## config.mk

```make
export PLATFORM = sky130hd
export DESIGN_NAME = dcs_window_seq
export DESIGN_NICKNAME = d
export VERILOG_FILES = /design/src/rtl/dcs_seq_pkg.sv /design/src/rtl/dcs_geom.sv /design/src/rtl/dcs_hdr_gen.sv /design/src/rtl/dcs_px_pack.sv /design/src/rtl/dcs_window_seq.sv
export SDC_FILE = /design/constraint.sdc
export NUM_CORES = 1
export LEC_CHECK = 0
export ABC_AREA = 1
export BUFFER_PORTS_ARGS = -buffer_cell sky130_fd_sc_hd__buf_2
export CAP_MARGIN = 20
export CORE_UTILIZATION = 60
export DETAILED_ROUTE_END_ITERATION = 8
export GPL_TIMING_DRIVEN = 1
export PLACE_DENSITY_LB_ADDON = 0.05
export SLEW_MARGIN = 30
export SYNTH_ARGS = -nofsm -noshare
export SYNTH_HDL_FRONTEND = slang
export SYNTH_SLANG_ARGS = --single-unit
```

## constraint.sdc

```tcl
create_clock -name clk -period 19.4 [get_ports clk]
set_clock_uncertainty 0.2 [all_clocks]
set_input_delay 1.94 -clock clk [delete_from_list [all_inputs] [get_ports clk]]
set_output_delay 1.94 -clock clk [all_outputs]
set_load 0.01 [all_outputs]
```

## src/rtl/dcs_seq_pkg.sv

```systemverilog
package dcs_seq_pkg;
  localparam logic [7:0] CMD_COL_RANGE = 8'h2A;
  localparam logic [7:0] CMD_ROW_RANGE = 8'h2B;
  localparam logic [7:0] CMD_MEM_WRITE = 8'h2C;
  localparam int         HDR_BYTES     = 11;
  localparam int         HDR_IDX_W     = 4;

  typedef enum logic [2:0] {
    ST_IDLE,
    ST_HDR,
    ST_PIX_HI,
    ST_PIX_LO,
    ST_DRAIN
  } seq_state_e;
endpackage

```

## src/rtl/dcs_geom.sv

```systemverilog
// Validates the rectangle and derives inclusive bounds and pixel count.
module dcs_geom #(
  parameter int COORD_W = 16,
  parameter int PANEL_W = 240,
  parameter int PANEL_H = 320
) (
  input  logic                   blank,
  input  logic [COORD_W-1:0]     x1,
  input  logic [COORD_W-1:0]     x2,
  input  logic [COORD_W-1:0]     y1,
  input  logic [COORD_W-1:0]     y2,
  output logic                   ok,
  output logic [COORD_W-1:0]     col_first,
  output logic [COORD_W-1:0]     col_last,
  output logic [COORD_W-1:0]     row_first,
  output logic [COORD_W-1:0]     row_last,
  output logic [2*COORD_W-1:0]   npix
);
  localparam int CW2 = 2 * COORD_W;
  localparam logic [COORD_W-1:0] PW = COORD_W'(PANEL_W);
  localparam logic [COORD_W-1:0] PH = COORD_W'(PANEL_H);

  logic [COORD_W-1:0] width, height;

  always_comb begin
    if (blank) begin
      ok        = 1'b1;
      col_first = '0;
      row_first = '0;
      width     = PW;
      height    = PH;
    end else begin
      ok        = (x2 > x1) && (y2 > y1);
      col_first = x1;
      row_first = y1;
      width     = x2 - x1;
      height    = y2 - y1;
    end
    col_last = col_first + width - COORD_W'(1);
    row_last = row_first + height - COORD_W'(1);
    npix     = CW2'(width) * CW2'(height);
  end
endmodule

```

## src/rtl/dcs_hdr_gen.sv

```systemverilog
// Selects one byte of the 11-byte window header by index.
module dcs_hdr_gen
  import dcs_seq_pkg::*;
#(
  parameter int COORD_W = 16
) (
  input  logic [HDR_IDX_W-1:0] idx,
  input  logic [COORD_W-1:0]   col_first,
  input  logic [COORD_W-1:0]   col_last,
  input  logic [COORD_W-1:0]   row_first,
  input  logic [COORD_W-1:0]   row_last,
  output logic [7:0]           hbyte,
  output logic                 hdc
);
  logic [15:0] cf, cl, rf, rl;

  always_comb begin
    cf  = 16'(col_first);
    cl  = 16'(col_last);
    rf  = 16'(row_first);
    rl  = 16'(row_last);
    hdc = 1'b1;
    case (idx)
      4'd0:    begin hbyte = CMD_COL_RANGE; hdc = 1'b0; end
      4'd1:    hbyte = cf[15:8];
      4'd2:    hbyte = cf[7:0];
      4'd3:    hbyte = cl[15:8];
      4'd4:    hbyte = cl[7:0];
      4'd5:    begin hbyte = CMD_ROW_RANGE; hdc = 1'b0; end
      4'd6:    hbyte = rf[15:8];
      4'd7:    hbyte = rf[7:0];
      4'd8:    hbyte = rl[15:8];
      4'd9:    hbyte = rl[7:0];
      default: begin hbyte = CMD_MEM_WRITE; hdc = 1'b0; end
    endcase
  end
endmodule

```

## src/rtl/dcs_px_pack.sv

```systemverilog
// Reduces an input word to a 16-bit RGB565 pixel.
module dcs_px_pack (
  input  logic        fmt_xrgb,
  input  logic [31:0] word,
  output logic [15:0] rgb565
);
  logic unused_bits;
  assign unused_bits = ^{word[31:24], word[18:16]};

  always_comb begin
    if (fmt_xrgb) rgb565 = {word[23:19], word[15:10], word[7:3]};
    else          rgb565 = word[15:0];
  end
endmodule

```

## src/rtl/dcs_window_seq.sv

```systemverilog
module dcs_window_seq
  import dcs_seq_pkg::*;
#(
  parameter int COORD_W = 16,
  parameter int PANEL_W = 240,
  parameter int PANEL_H = 320
) (
  input  logic               clk,
  input  logic               rst_n,
  input  logic               start,
  input  logic               blank,
  input  logic               fmt_xrgb,
  input  logic [COORD_W-1:0] x1,
  input  logic [COORD_W-1:0] x2,
  input  logic [COORD_W-1:0] y1,
  input  logic [COORD_W-1:0] y2,
  output logic               busy,
  output logic               err,
  output logic               done,
  input  logic               pix_valid,
  output logic               pix_ready,
  input  logic [31:0]        pix_data,
  output logic               out_valid,
  input  logic               out_ready,
  output logic [7:0]         out_data,
  output logic               out_dc
);
  localparam int CW2 = 2 * COORD_W;
  localparam logic [HDR_IDX_W-1:0] HDR_LAST = HDR_IDX_W'(HDR_BYTES - 1);

  seq_state_e st;
  logic [HDR_IDX_W-1:0] hdr_idx;
  logic [COORD_W-1:0]   cf_q, cl_q, rf_q, rl_q;
  logic [CW2-1:0]       pix_left;
  logic                 blank_q, fmt_q;
  logic [7:0]           lo_q;

  logic                 g_ok;
  logic [COORD_W-1:0]   g_cf, g_cl, g_rf, g_rl;
  logic [CW2-1:0]       g_npix;
  logic [7:0]           h_byte;
  logic                 h_dc;
  logic [15:0]          px565;

  logic                 can_load, ld;
  logic [7:0]           ld_byte;
  logic                 ld_dc;

  dcs_geom #(.COORD_W(COORD_W), .PANEL_W(PANEL_W), .PANEL_H(PANEL_H)) u_geom (
    .blank(blank), .x1(x1), .x2(x2), .y1(y1), .y2(y2),
    .ok(g_ok), .col_first(g_cf), .col_last(g_cl),
    .row_first(g_rf), .row_last(g_rl), .npix(g_npix)
  );

  dcs_hdr_gen #(.COORD_W(COORD_W)) u_hdr (
    .idx(hdr_idx), .col_first(cf_q), .col_last(cl_q),
    .row_first(rf_q), .row_last(rl_q), .hbyte(h_byte), .hdc(h_dc)
  );

  dcs_px_pack u_pack (
    .fmt_xrgb(fmt_q), .word(pix_data), .rgb565(px565)
  );

  assign busy      = (st != ST_IDLE);
  assign can_load  = !out_valid || out_ready;
  assign pix_ready = (st == ST_PIX_HI) && !blank_q && can_load;

  // Byte offered to the output register this cycle.
  always_comb begin
    ld      = 1'b0;
    ld_byte = 8'h00;
    ld_dc   = 1'b1;
    case (st)
      ST_HDR: begin
        ld      = can_load;
        ld_byte = h_byte;
        ld_dc   = h_dc;
      end
      ST_PIX_HI: begin
        ld      = can_load && (blank_q || pix_valid);
        ld_byte = blank_q ? 8'h00 : px565[15:8];
      end
      ST_PIX_LO: begin
        ld      = can_load;
        ld_byte = lo_q;
      end
      default: ;
    endcase
  end

  // Output register stage.
  always_ff @(posedge clk) begin
    if (!rst_n) begin
      out_valid <= 1'b0;
      out_data  <= 8'h00;
      out_dc    <= 1'b0;
    end else if (ld) begin
      out_valid <= 1'b1;
      out_data  <= ld_byte;
      out_dc    <= ld_dc;
    end else if (out_ready) begin
      out_valid <= 1'b0;
    end
  end

  // Sequencer.
  always_ff @(posedge clk) begin
    if (!rst_n) begin
      st       <= ST_IDLE;
      hdr_idx  <= '0;
      cf_q     <= '0;
      cl_q     <= '0;
      rf_q     <= '0;
      rl_q     <= '0;
      pix_left <= '0;
      blank_q  <= 1'b0;
      fmt_q    <= 1'b0;
      lo_q     <= 8'h00;
      err      <= 1'b0;
      done     <= 1'b0;
    end else begin
      err  <= 1'b0;
      done <= 1'b0;
      case (st)
        ST_IDLE: begin
          if (start) begin
            if (g_ok) begin
              cf_q     <= g_cf;
              cl_q     <= g_cl;
              rf_q     <= g_rf;
              rl_q     <= g_rl;
              pix_left <= g_npix;
              blank_q  <= blank;
              fmt_q    <= fmt_xrgb;
              hdr_idx  <= '0;
              st       <= ST_HDR;
            end else begin
              err <= 1'b1;
            end
          end
        end
        ST_HDR: begin
          if (can_load) begin
            if (hdr_idx == HDR_LAST) st <= ST_PIX_HI;
            else                     hdr_idx <= hdr_idx + 1'b1;
          end
        end
        ST_PIX_HI: begin
          if (ld) begin
            lo_q <= blank_q ? 8'h00 : px565[7:0];
            st   <= ST_PIX_LO;
          end
        end
        ST_PIX_LO: begin
          if (can_load) begin
            pix_left <= pix_left - 1'b1;
            st       <= (pix_left == CW2'(1)) ? ST_DRAIN : ST_PIX_HI;
          end
        end
        ST_DRAIN: begin
          if (can_load) begin
            st   <= ST_IDLE;
            done <= 1'b1;
          end
        end
        default: st <= ST_IDLE;
      endcase
    end
  end
endmodule

```

==> impl_metrics.ini <==
[run_status]
status = finished, violations left
violations = DRC

[cts]
clockBufferDepth = 2
hold_buffers = 0
cts_made_buffers = 17
cts_root_buf = clkbuf_16
clock_latency_ns = 0.43
cts_resized = 0
clk_pin_slew_ns = 0.06
cts_tree = built
cts.sinks = 125
post_cts_buffers = 0
h-tree-depth = 4

[logic_synthesis]
async_flop_share_pct = 0
synth.avg_cell_area_um2 = 6.87
synth_top_area_share_pct = 20.9
synth-seq-cells = 125
syn-num-nets = 3260
ys_seq_area_share_pct = 13.2
synth_area_leaders = fa_1 (21%), ha_1 (13%), dfxtp_1 (13%)
yosysTopAreaCell = fa_1
ys.flop_type = dfxtp_1
synthTopCellsByCount = nand2_1 (574), inv_1 (559), nor2_1 (316), a21oi_1 (204), ha_1 (201)
ys_warn_count = 0
netlist_instances = 2758
synth.most_common_cell = nand2_1
ys_types = 53
synth_edf_count = 0
syn_area_mm2 = 0.0189

[setup_path]
rr_endpoint = rl_q[15]
max_stage_delay_ns = 0.69
r2r_cells = 11
required_ns = 19.52
slowest_stage = inv_1
critPathMostFrequentCell = inv_1
critical-path-top-delay-family = adder cells
cp-start-kind = primary input
cp-end-kind = register
critical_path_class = primary input to register
arrival_ns = 9.51
cp_max_fo = 12
reg2reg_slack_ns = 16.43
crit_buf_inv = 8
reg2reg_from = st[2]

[timing]
slew_violations = 0
finalCritPeriodShare_pct = 48.4
finalSetupViolations = 0
finalCriticalPeriod_ns = 9.39
timing_worst_slew_pin_value_ns = 0.985
slew_headroom_pct = 34.1
rsz0062_at_grt = no
tns_ns = 0
fmax_mhz = 106
hold_slack_ns = 0.263
final_hold_viol_count = 0

[cells_and_area]
fillers = 2931
nets = 3320
antennaDiodeCount = 0
final_util_pct = 65.9
stdcell_count = 3227
regArea_mm2 = 0.00250
drive_gt1_share_pct = 7.14
multiInputGateArea_mm2 = 0.0139
area_growth_pct = 7.24

[global_route]
grt_usage_pct = 35.5
antenna_found_initial = 0
grt_pass1_wl_um = 90200
grt_pass1_vias = 17600
grt-ovfl-total = 0
grt_max_degree = 113

[drt]
drt_iter0_markers = 1277
drc = 10
drtPass1Iterations = 7
num_vias = 18200
wl_per_cell_um = 17.3
vias_per_cell = 5.63
totalWireLength_um = 55800
drtAntennaViolNets = 0

[power]
power_density_mw_per_mm2 = 194
p_sw_w = 0.00230
max-vdd-ir-drop_v = 0.000178
clkPwrFrac_pct = 8.5
leakagePower_nw = 10.8
total_power_w = 0.00393
p_comb_share_pct = 81.7
seqPwrFrac_pct = 9.8
internal_power_w = 0.00163
p_sw_share_pct = 58.4

[placed_design]
dpl.hpwl_um = 45200
dp.cells = 3195
port_buffers = 105
gp_congestion = 0.991

[floorplan]
boundaryPins = 117
die_height_um = 180
die_w_um = 180
num_rows = 64
initial_utilization_pct = 61.4
fp.dieArea_mm2 = 0.0323
placeableCoreArea_mm2 = 0.0308

[min_path]
hp-start = cl_q[7]
holdPathStages = 2
worstHoldPathType = register to register
min_to = cl_q[7]

[flow_run]
drv_cap = 0
==> cell type report <==
| type | instances | area share [%] |
|---|---|---|
| multi-input combinational | 1986 | 68.6 |
| sequential | 125 | 12.3 |
| inverter | 572 | 10.6 |
| timing repair buffer | 116 | 3.01 |
| tap | 396 | 2.44 |
| clock buffer | 20 | 2.20 |
| clock inverter | 12 | 0.801 |
==> worst register-to-register path: stages, from the launching register on <==
cell	delay (ns)
dfxtp_1	0.34
nor2_1	0.15
inv_1	0.11
nor2_1	0.17
inv_1	0.11
nor2_1	0.18
nand2_4	0.25
clkinv_2	0.11
buf_4	0.71
nand3_1	0.39
nand2_1	0.13
inv_1	0.04
==> registers in the layout, indices dropped and copies added, names as in the netlist <==
name and count:
pix_left 32, cf_q 16, cl_q 16, rf_q 16
rl_q 16, lo_q 8, out_data 8, hdr_idx 4
st 3, blank_q 1, done 1, err 1
fmt_q 1, out_dc 1, out_valid 1
==> worst max-delay path by stage <==
| stage | from | end | slack, ns | cells past startpoint |
|---|---|---|---|---|
| finish | x1[2] | pix_left[19] | 10.01 | 30 |
| floorplan | x2[0] | pix_left[29] | 11.11 | 35 |
| detailed placement | x2[0] | pix_left[13] | 9.75 | 32 |
| global route | x2[0] | pix_left[17] | 9.71 | 33 |
| global placement | y1[4] | pix_left[19] | 9.72 | 35 |
| CTS | x2[0] | pix_left[13] | 10.15 | 32 |
==> cell families after synthesis <==
| kind of cell | count (synthesis) | synth area share (%) |
|---|---|---|
| simple gates | 1078 | 23.5 |
| compound gates | 466 | 13.8 |
| fa+ha+maj | 399 | 34.2 |
| buf+inv | 647 | 13.3 |
| flops | 125 | 13.2 |
| xor+xnor | 43 | 1.99 |
==> metrics by stage <==
stage               setup WS [ns]  instance area, µm²
finish                      10.01               20300
global route                 9.71               20300
CTS                         10.15               20300
global placement             9.72               19700
detailed placement           9.75               19700
floorplan                   11.11               18900
==> metal layers <==
| metal | GRT usage, % | wire (µm) |
|---|---|---|
| met1 | 44.0 | 22600 |
| met2 | 61.4 | 27000 |
| met3 | 6.54 | 4040 |
| met4 | 13.5 | 2140 |
| met5 | 0 | 0 |
==> power by group through the flow <==
stage	Sequential (W)	Combinational (W)	Clock (W)
CTS	0.000383	0.00320	0.000336
global route	0.000392	0.00365	0.000349
floorplan	0.000375	0.00230	0
detailed placement	0.000387	0.00318	0
finish	0.000385	0.00321	0.000333
global placement	0.000385	0.00313	0
==> cell usage in the layout, fill, tap and decap left out, types with 6 or more instances in the layout <==
cell and instances:
a221oi_1 14, a31oi_1 19, nor2_1 315, nand2_2 6, xnor2_1 16, fa_1 198, nand2_1 574, dfxtp_1 125
buf_4 10, o21bai_1 17, nor3_1 20, or2_2 9, o31ai_1 6, buf_2 105, xor2_1 27, nand4_1 22
inv_2 6, nor4_1 6, nand3_2 8, nand3_1 94, o21ai_1 26, inv_1 559, clkinv_1 6, a21oi_1 204
clkbuf_16 17, o21ai_0 136, a21o_1 9, ha_1 201
Power figures use the tool's default switching activity.
